**config.mk**
```make
export PLATFORM = sky130hd
export DESIGN_NAME = pwrseq_ctrl
export DESIGN_NICKNAME = d
export VERILOG_FILES = /design/src/rtl/pwrseq_pkg.sv /design/src/rtl/pwrseq_edge_sync.sv /design/src/rtl/pwrseq_timer.sv /design/src/rtl/pwrseq_fsm.sv /design/src/rtl/pwrseq_ctrl.sv
export SDC_FILE = /design/constraint.sdc
export NUM_CORES = 1
export LEC_CHECK = 0
export CORE_UTILIZATION = 60
export DETAILED_ROUTE_END_ITERATION = 16
export MAX_ROUTING_LAYER = met4
export PLACE_DENSITY = 0.77
export SYNTH_ARGS = -nofsm -noshare
export SYNTH_HDL_FRONTEND = slang
export SYNTH_SLANG_ARGS = --single-unit
```
**constraint.sdc**
```tcl
create_clock -name clk -period 5.8 [get_ports clk]
set_input_delay 1.16 -clock clk [delete_from_list [all_inputs] [get_ports clk]]
set_output_delay 1.16 -clock clk [all_outputs]
set_load 0.02 [all_outputs]
```
**src/rtl/pwrseq_pkg.sv**
```systemverilog
package pwrseq_pkg;

  typedef enum logic [2:0] {
    ST_IDLE,
    ST_PWR_WAIT,
    ST_BOOT_SET,
    ST_CFG_WAIT,
    ST_RUN,
    ST_DROP,
    ST_FAULT
  } seq_state_e;

  typedef enum logic [2:0] {
    EV_NONE,
    EV_PG_FALL,
    EV_DN_FALL,
    EV_EXPIRE,
    EV_PG_RISE,
    EV_DN_RISE
  } seq_event_e;

  typedef enum logic [1:0] {
    TMR_HOLD,
    TMR_SHORT,
    TMR_LONG,
    TMR_STOP
  } tmr_cmd_e;

  localparam int NUM_STAT = 2;
  localparam int IDX_PG   = 0;
  localparam int IDX_DN   = 1;

endpackage

```
**src/rtl/pwrseq_edge_sync.sv**
```systemverilog
module pwrseq_edge_sync #(
  parameter int N      = 2,
  parameter int STAGES = 2
) (
  input  logic         clk,
  input  logic         rst_n,
  input  logic [N-1:0] din,
  output logic [N-1:0] rise,
  output logic [N-1:0] fall
);

  localparam int TAPS = STAGES + 1;

  for (genvar g = 0; g < N; g++) begin : g_ch
    logic [TAPS-1:0] chain_q;

    always_ff @(posedge clk or negedge rst_n) begin
      if (!rst_n) begin
        chain_q <= '0;
      end else begin
        chain_q <= {chain_q[TAPS-2:0], din[g]};
      end
    end

    assign rise[g] = chain_q[STAGES-1] & ~chain_q[STAGES];
    assign fall[g] = ~chain_q[STAGES-1] & chain_q[STAGES];
  end

endmodule

```
**src/rtl/pwrseq_timer.sv**
```systemverilog
module pwrseq_timer
  import pwrseq_pkg::*;
#(
  parameter int SHORT_CYC = 100_000,
  parameter int LONG_CYC  = 25_000_000
) (
  input  logic     clk,
  input  logic     rst_n,
  input  tmr_cmd_e cmd,
  output logic     expire
);

  localparam int MAX_CYC = (LONG_CYC > SHORT_CYC) ? LONG_CYC : SHORT_CYC;
  localparam int CW      = $clog2(MAX_CYC + 1);
  localparam logic [CW-1:0] SHORT_LD = CW'(SHORT_CYC - 1);
  localparam logic [CW-1:0] LONG_LD  = CW'(LONG_CYC - 1);

  logic [CW-1:0] cnt_q, cnt_d;
  logic          act_q, act_d;
  logic          tick_en;

  always_comb begin
    cnt_d = cnt_q;
    act_d = act_q;
    unique case (cmd)
      TMR_SHORT: begin cnt_d = SHORT_LD; act_d = 1'b1; end
      TMR_LONG:  begin cnt_d = LONG_LD;  act_d = 1'b1; end
      TMR_STOP:  begin act_d = 1'b0; end
      default: begin
        if (act_q) begin
          if (cnt_q == '0) act_d = 1'b0;
          else             cnt_d = cnt_q - 1'b1;
        end
      end
    endcase
  end

  assign tick_en = act_q || (cmd != TMR_HOLD);
  assign expire  = act_q && (cnt_q == '0);

  always_ff @(posedge clk or negedge rst_n) begin
    if (!rst_n) begin
      cnt_q <= '0;
      act_q <= 1'b0;
    end else if (tick_en) begin
      cnt_q <= cnt_d;
      act_q <= act_d;
    end
  end

endmodule

```
**src/rtl/pwrseq_fsm.sv**
```systemverilog
module pwrseq_fsm
  import pwrseq_pkg::*;
#(
  parameter int MODE_W = 2
) (
  input  logic                clk,
  input  logic                rst_n,
  input  logic                on_req,
  input  logic                off_req,
  input  logic [MODE_W-1:0]   mode_cfg,
  input  logic [NUM_STAT-1:0] rise,
  input  logic [NUM_STAT-1:0] fall,
  input  logic                expire,
  output tmr_cmd_e            tmr_cmd,
  output logic                pwr_en,
  output logic                por_n,
  output logic [MODE_W-1:0]   boot_mode,
  output logic                ready,
  output logic                fault
);

  seq_state_e        state_q, state_d;
  seq_event_e        ev;
  logic [MODE_W-1:0] mode_lat_q;
  logic [MODE_W-1:0] boot_q;
  logic              mode_ld;
  logic              boot_ld;

  // one event per cycle, losses first
  always_comb begin
    if      (fall[IDX_PG]) ev = EV_PG_FALL;
    else if (fall[IDX_DN]) ev = EV_DN_FALL;
    else if (expire)       ev = EV_EXPIRE;
    else if (rise[IDX_PG]) ev = EV_PG_RISE;
    else if (rise[IDX_DN]) ev = EV_DN_RISE;
    else                   ev = EV_NONE;
  end

  always_comb begin
    state_d = state_q;
    tmr_cmd = TMR_HOLD;
    mode_ld = 1'b0;
    boot_ld = 1'b0;
    unique case (state_q)
      ST_IDLE: begin
        if (on_req) begin
          state_d = ST_PWR_WAIT;
          tmr_cmd = TMR_SHORT;
          mode_ld = 1'b1;
        end
      end
      ST_PWR_WAIT: begin
        if (ev == EV_EXPIRE) begin
          state_d = ST_FAULT;
        end else if (ev == EV_PG_RISE) begin
          state_d = ST_BOOT_SET;
          tmr_cmd = TMR_STOP;
          boot_ld = 1'b1;
        end
      end
      ST_BOOT_SET: begin
        if (ev == EV_PG_FALL) begin
          state_d = ST_FAULT;
        end else begin
          state_d = ST_CFG_WAIT;
          tmr_cmd = TMR_LONG;
        end
      end
      ST_CFG_WAIT: begin
        if (ev == EV_PG_FALL || ev == EV_EXPIRE) begin
          state_d = ST_FAULT;
          tmr_cmd = TMR_STOP;
        end else if (ev == EV_DN_RISE) begin
          state_d = ST_RUN;
          tmr_cmd = TMR_STOP;
        end
      end
      ST_RUN: begin
        if (ev == EV_PG_FALL || ev == EV_DN_FALL) state_d = ST_FAULT;
      end
      ST_DROP:  state_d = ST_IDLE;
      ST_FAULT: state_d = ST_FAULT;
      default:  state_d = ST_IDLE;
    endcase

    if (off_req) begin
      mode_ld = 1'b0;
      boot_ld = 1'b0;
      tmr_cmd = TMR_STOP;
      if (state_q == ST_IDLE || state_q == ST_FAULT || state_q == ST_DROP)
        state_d = ST_IDLE;
      else
        state_d = ST_DROP;
    end
  end

  always_ff @(posedge clk or negedge rst_n) begin
    if (!rst_n) begin
      state_q <= ST_IDLE;
    end else begin
      state_q <= state_d;
    end
  end

  always_ff @(posedge clk or negedge rst_n) begin
    if (!rst_n) begin
      mode_lat_q <= '0;
    end else if (mode_ld) begin
      mode_lat_q <= mode_cfg;
    end
  end

  always_ff @(posedge clk or negedge rst_n) begin
    if (!rst_n) begin
      boot_q <= '0;
    end else if (boot_ld) begin
      boot_q <= mode_lat_q;
    end
  end

  assign pwr_en    = (state_q == ST_PWR_WAIT) || (state_q == ST_BOOT_SET) ||
                     (state_q == ST_CFG_WAIT) || (state_q == ST_RUN) ||
                     (state_q == ST_DROP);
  assign por_n     = (state_q == ST_CFG_WAIT) || (state_q == ST_RUN);
  assign ready     = (state_q == ST_RUN);
  assign fault     = (state_q == ST_FAULT);
  assign boot_mode = boot_q;

endmodule

```
**src/rtl/pwrseq_ctrl.sv**
```systemverilog
module pwrseq_ctrl
  import pwrseq_pkg::*;
#(
  parameter int SHORT_CYC   = 100_000,
  parameter int LONG_CYC    = 25_000_000,
  parameter int SYNC_STAGES = 2,
  parameter int MODE_W      = 2
) (
  input  logic              clk,
  input  logic              rst_n,
  input  logic              on_req,
  input  logic              off_req,
  input  logic [MODE_W-1:0] mode_cfg,
  input  logic              pgood_in,
  input  logic              done_in,
  output logic              pwr_en,
  output logic              por_n,
  output logic [MODE_W-1:0] boot_mode,
  output logic              ready,
  output logic              fault
);

  logic [NUM_STAT-1:0] stat_raw;
  logic [NUM_STAT-1:0] stat_rise;
  logic [NUM_STAT-1:0] stat_fall;
  logic                tmr_expire;
  tmr_cmd_e            tmr_cmd;

  assign stat_raw[IDX_PG] = pgood_in;
  assign stat_raw[IDX_DN] = done_in;

  pwrseq_edge_sync #(
    .N      (NUM_STAT),
    .STAGES (SYNC_STAGES)
  ) i_sync (
    .clk   (clk),
    .rst_n (rst_n),
    .din   (stat_raw),
    .rise  (stat_rise),
    .fall  (stat_fall)
  );

  pwrseq_timer #(
    .SHORT_CYC (SHORT_CYC),
    .LONG_CYC  (LONG_CYC)
  ) i_timer (
    .clk    (clk),
    .rst_n  (rst_n),
    .cmd    (tmr_cmd),
    .expire (tmr_expire)
  );

  pwrseq_fsm #(
    .MODE_W (MODE_W)
  ) i_fsm (
    .clk       (clk),
    .rst_n     (rst_n),
    .on_req    (on_req),
    .off_req   (off_req),
    .mode_cfg  (mode_cfg),
    .rise      (stat_rise),
    .fall      (stat_fall),
    .expire    (tmr_expire),
    .tmr_cmd   (tmr_cmd),
    .pwr_en    (pwr_en),
    .por_n     (por_n),
    .boot_mode (boot_mode),
    .ready     (ready),
    .fault     (fault)
  );

endmodule

```
-- After elaboration in Yosys (flattened, before gate mapping)
Cells that the tools add are included.
Widths: inputs -> output; s select.
- register bits after elaboration: 39
- add/subtract/negate cells: 1
- equality and inequality tests: 19
- mux-type cells: 36
- bitwise logic cells: 9
- reductions and logical operators: 18
- operator list (operator ; count):
    $pmux 25 s3 ; 1
    $mux 25 ; 2
    $mux 3 ; 14
    $logic_not 25->1 ; 1
    $sub 25x1->25 const B ; 1
    $pmux 3 s6 ; 1
    $eq 3x3->1 const B ; 5
    $eq 3x2->1 const B ; 4
    $mux 2 ; 6
    $logic_or 1x1->1 ; 10
    $mux 1 ; 10
    $ne 4x2->1 const B ; 2
    $pmux 2 s4 ; 1
    $reduce_and 4->1 ; 2
    $eq 3x1->1 const B ; 2
    $ne 3x3->1 const B ; 2
    $not 1->1 ; 5
    $and 1x1->1 ; 4
    $eq 2x2->1 const B ; 2
    $logic_not 3->1 ; 1
    $ne 3x2->1 const B ; 1
    $reduce_bool 3->1 ; 1
    $eq 2x1->1 const B ; 1
    $pmux 1 s2 ; 1
    other kinds (3) ; 3

-- Depth between registers and ports, before layout
- depth in word-level cells: 15
- gate-level depth with buffers: 14
- mapped depth without buffers: 12

-- Cells and area by module
Synthesis repeated with hierarchy kept, for this count alone.
- cell total of the unflattened synthesis: 280
- area, all modules: 2489.9 µm²
- by module, submodules not included (module ; instances ; cells an instance ; area each (µm²) ; sequential area each (µm²)):
    pwrseq_timer ; 1 ; 197 ; 1692.9 ; 650.6
    pwrseq_fsm ; 1 ; 73 ; 611.8 ; 175.2
    pwrseq_edge_sync ; 1 ; 10 ; 185.2 ; 150.1

-- Least setup slack after synthesis
Ideal clock, no wire load.
- kind: reg2reg
- start: register i_timer.cnt_q[13]
- end: register i_timer.cnt_q[20]
- setup time: 0.069 ns
- arrival time: 3.405 ns
- data required time: 5.731 ns
- path slack: 2.326 ns
- stages on the path, launching flop included: 13
- path buffers: 2
- period minus slack after synthesis: 3.474 ns
- path through: dfrtp_1 or4_1 buf_2 nor4_1 a21oi_1 a31oi_1 o311ai_1 ha_1 nor2_1 o21ai_2 buf_4 or4b_2 nand3_1
- cells in the longest elaborated chain, start to end: 13
- ends and longest elaborated chain (item ; RTL line ; source):
    from (decl) ; pwrseq_timer.sv:18 ; logic [CW-1:0] cnt_q, cnt_d;
    from (signal assigned) ; pwrseq_timer.sv:46 ; cnt_q <= cnt_d;
    $logic_not 25->1 ; pwrseq_timer.sv:31, pwrseq_timer.sv:39 ;
    $logic_and 1x1->1 ; pwrseq_timer.sv:39 ; assign expire = act_q && (cnt_q == '0);
    $mux 3 ; pwrseq_fsm.sv:33 ; else if (expire) ev = EV_EXPIRE;
    $mux 3 ; pwrseq_fsm.sv:32 ; else if (fall[IDX_DN]) ev = EV_DN_FALL;
    $mux 3 ; pwrseq_fsm.sv:31 ; if (fall[IDX_PG]) ev = EV_PG_FALL;
    $eq 3x3->1, or another cell as far along ; pwrseq_fsm.sv:73 ; end else if (ev == EV_DN_RISE) begin
    $mux 2, or another cell as far along ; pwrseq_fsm.sv:73 ;
    $mux 2 (on tied branches) ; pwrseq_fsm.sv:70, pwrseq_fsm.sv:53 ;
    $pmux 2 s4 ; pwrseq_fsm.sv:44 ; unique case (state_q)
    $mux 2 ; pwrseq_fsm.sv:86 ; if (off_req) begin
    $eq 2x1->1, or another cell as far along ; pwrseq_timer.sv:25 ; unique case (cmd)
    $ne 3x3->1 (no source line), or another cell as far along ; - ;
    $reduce_and 4->1 (no source line) ; - ;
Parallel ways exist; a longest one is shown, timed or not. The select of a mux whose other input is x is not followed.
A chain may end at the register's enable or synchronous reset.

-- Worst setup path in the final report
- start: register i_timer.cnt_q[13]
- end: register i_timer.cnt_q[5]
- cells in the longest elaborated chain, start to end: 13
- ends and longest elaborated chain (item ; RTL line):
    $logic_not 25->1 * ; pwrseq_timer.sv:31, pwrseq_timer.sv:39
    $logic_and 1x1->1 ; pwrseq_timer.sv:39
    $mux 3 ; pwrseq_fsm.sv:33
    $mux 3 ; pwrseq_fsm.sv:32
    $mux 3 ; pwrseq_fsm.sv:31
    $eq 3x3->1, or another cell as far along ; pwrseq_fsm.sv:73
    $mux 2, or another cell as far along ; pwrseq_fsm.sv:73
    $mux 2 (on tied branches) ; pwrseq_fsm.sv:70, pwrseq_fsm.sv:53
    $pmux 2 s4 ; pwrseq_fsm.sv:44
    $mux 2 ; pwrseq_fsm.sv:86
    $eq 2x1->1, or another cell as far along ; pwrseq_timer.sv:25
    $ne 3x3->1 (no source line), or another cell as far along ; -
    $reduce_and 4->1 (no source line) ; -
Every way passes the cells marked *; elsewhere a longest branch is shown, timed or not.

==> results by group <==
Power
  – Power Dens Cells: approximately 480 mW/mm^2
  – Lkg Pwr: 1.11 nW
  – Tot Pwr: around 0.0014 W
  – Maximum vdd drop: approximately 280 uV

GRT
  – Vias in the first global route: ~2100
  – First-pass GRT wire length: between 9 and 10 mm
  – Overflow after GRT: 0
  – Initial antenna violation count: 0
  – GRT Util Overall: 29.4%
  – Largest net degree at the start of global routing: 40

CTS
  – Clock transition at path regs: 0.09 ns
  – H-tree lvl count: 2
  – Cts hold-fix bufs: 0
  – Post-CTS Repair Setup Buffers: 0
  – Clk buf depth: 2
  – CTS tree: yes
  – Clock latency on the worst-skew pair: between 0.2 and 0.3 ns
  – Num CTS Buffers: 5
  – CTS root buf: clkbuf_8
  – Clk sinks: 39
  – Post_cts resized: 0

Drt
  – Number of DRC markers in iteration 0: 238
  – Routed wire length: approximately 5.9 mm
  – Avg Vias per Cell: 6.59
  – Drt pass-1 iters: 5
  – Post-route ant nets: 0
  – Number of remaining DRC errors: 0
  – Via count: 2301
  – Per-cell routed wire length: 16.9 um

Setup path
  – CP max FO: 19
  – Req. time, crit path: 6.04 ns
  – Setup crit start: i_timer.cnt_q[13]$_DFFE_PN0P_
  – Critical path class: reg -> reg
  – Worst reg2reg path startpoint: i_timer.cnt_q[13]$_DFFE_PN0P_
  – WP data arrival: 4.38 ns
  – CP endpoint kind: flop
  – Startpoint types: flop

Die
  – Die H: 67.5 um
  – Die Width: 67.5 um
  – Starting Density: 63.5%
  – Core Region: between 0.004 and 0.005 sq mm
  – Die area: roughly 0.0046 sq mm
  – Row cnt: 23
  – IO Count: 14

Layout
  – Nets: 312
  – Finished Layout Cells: 349
  – Most frequent cells in the layout: dfrtp_1 (39), nand3_1 (30), nand2_1 (27)
  – Area delta synth->final: 9.67%
  – Most common cell after layout, fill and taps aside: dfrtp_1
  – N_diodes: 0
  – Layout cell share with drive strength beyond 1: 8.70%

Placement
  – Dpl cells: 341
  – Placer Congestion: 0.886
  – IO buf count: 13
  – Setup slack at placement: 1.70 ns
  – Placed wire-length estimate: 4.13 mm

STA
  – Unrepaired setup endpoints after global routing: false
  – Final Hold Viols: 0
  – Final setup fails: 0
  – Max frequency: 242 MHz
  – Final period utilization: 71.4%
  – Worst Slack Setup Final: 1.66 ns
  – Clk_skew: 0.0104 ns
  – Sum of negative setup slack: 0 ns
  – Fin. max-slew vios: 0
  – Final min period: a little over 4 ns
  – Worst slew pin tran: 0.850 ns
  – Max_slew headroom: a little over two fifths

Flow run
  – Max_cap viols: 0

Synthesis
  – #FFs+latches synth: 39
  – Yosys cell types: 62
  – Post-synth EDFFs: 0
  – Post-Syn Area: between 0.002 and 0.003 sq mm
  – Syn avg cell area: 8.79 sq um
  – Net Count, Synth: a little over 300
  – Cells after synthesis: 293
  – Ys Warns: 0
  – Seq/Total Area, Yosys: 37.9%
  – Async set-or-reset flop fraction in the synthesized netlist: 100%
  – Ys flop type: dfrtp_1

Worst hold path
  – HP Start: i_sync.g_ch[1].chain_q[0]$_DFF_PN0_
  – Hold WC Path Type: reg -> reg

Run status
  – Status: completed
layout make-up:
class                   count  area, sq um
clock inverters             3         67.6
clock buffers               5         68.8
multi-input cells         227         1470
inverters                   9         33.8
fillers                   318         1230
repair buffers             16          148
well taps                  50         62.6
flip-flops and latches     39          976
through the flow:
| stage | hold WS, ns | util, % | instance area, sq um |
|---|---|---|---|
| detailed placement | 0.337 | 66.2 | 2690 |
| CTS | 0.355 | 69.6 | 2820 |
| global placement | 0.333 | 66.2 | 2690 |
| floorplan | 0.331 | - | 2570 |
| finish | 0.351 | 69.6 | 2820 |
| global route | 0.364 | 69.6 | 2820 |
critical path, cell delays in order, from the launching register on:
cell,delay [ns]
dfrtp_1,0.44
or4_1,0.64
nor4_1,0.49
a21oi_1,0.17
a31oi_1,0.36
o311ai_1,0.20
ha_1,0.27
nor2_1,0.30
o21ai_2,0.22
buf_4,0.25
or4b_2,0.64
nand3_1,0.10
cell families (layout without fill, tap and decap cells):
| logic type | count (synthesis) | count (layout) | share of synthesized area [%] |
|---|---|---|---|
| AOI/OAI and AO/OA | 67 | 67 | 19.4 |
| adders and majority gates | 6 | 6 | 2.92 |
| DFF | 39 | 39 | 37.9 |
| and+or+nand+nor | 148 | 148 | 32.3 |
| buffers and inverters | 27 | 33 | 5.10 |
| xor gates and xnor gates | 2 | 2 | 0.680 |
| muxes | 4 | 4 | 1.75 |
report_power, final:
| part | total, W | switching (W) | internal, W |
|---|---|---|---|
| registers | 0.000480 | 0.000121 | 0.000360 |
| clock network | 0.000274 | 0.000102 | 0.000172 |
| logic | 0.000604 | 0.000355 | 0.000249 |
| total | 0.00136 | 0.000578 | 0.000780 |
synthesized netlist by cell type (all sizes together), types with 3 or more instances:
cell type	n	area (sq um)
clkbuf	8	30.0
dfrtp	39	976
and2	3	18.8
ha	6	75.1
nor2	18	67.6
nand2	27	101
a31oi	6	37.5
nor3	14	70.1
a21boi	3	22.5
mux2	4	45.0
a2bb2oi	5	43.8
nand4b	7	61.3
nand2b	5	31.3
o211ai	10	80.1
buf	10	67.6
o21ai	11	58.8
inv	9	33.8
nand3	30	150
a211o	3	26.3
nor4	8	68.8
nor2b	4	25.0
a21oi	4	20.0
or3	9	56.3
or4	7	52.6
a211oi	5	37.5
sequential cells by signal (all words and copies together), names as in the netlist:
| register | cells |
|---|---|
| i_timer.cnt_q | 25 |
| i_sync.g_ch.chain_q | 6 |
| i_fsm.state_q | 3 |
| i_fsm.boot_mode | 2 |
| i_fsm.mode_lat_q | 2 |
| i_timer.act_q | 1 |
metal layers:
layer,track usage (%),vias to the layer above,routed length (um)
li1,-,1129,-
met1,42.3,1103,2900
met2,41.7,62,2650
met3,5.07,7,267
met4,8.78,0,72
met5,-,-,0
path summary, 6_finish.rpt:
kind                            slack [ns]  cells past startpoint                             endpoint
min in group asynchronous             0.97                      1         i_fsm.state_q[0]$_DFFE_PN0P_
worst max-delay path                  1.66                     11         i_timer.cnt_q[5]$_DFFE_PN0P_
worst min register to register        0.35                      0  i_sync.g_ch[1].chain_q[1]$_DFF_PN0_
max in group asynchronous             4.29                      1  i_sync.g_ch[0].chain_q[2]$_DFF_PN0_
worst max register to register        1.66                     11         i_timer.cnt_q[5]$_DFFE_PN0P_
worst min-delay path                  0.35                      0  i_sync.g_ch[1].chain_q[1]$_DFF_PN0_
Power figures use the tool's default switching activity.
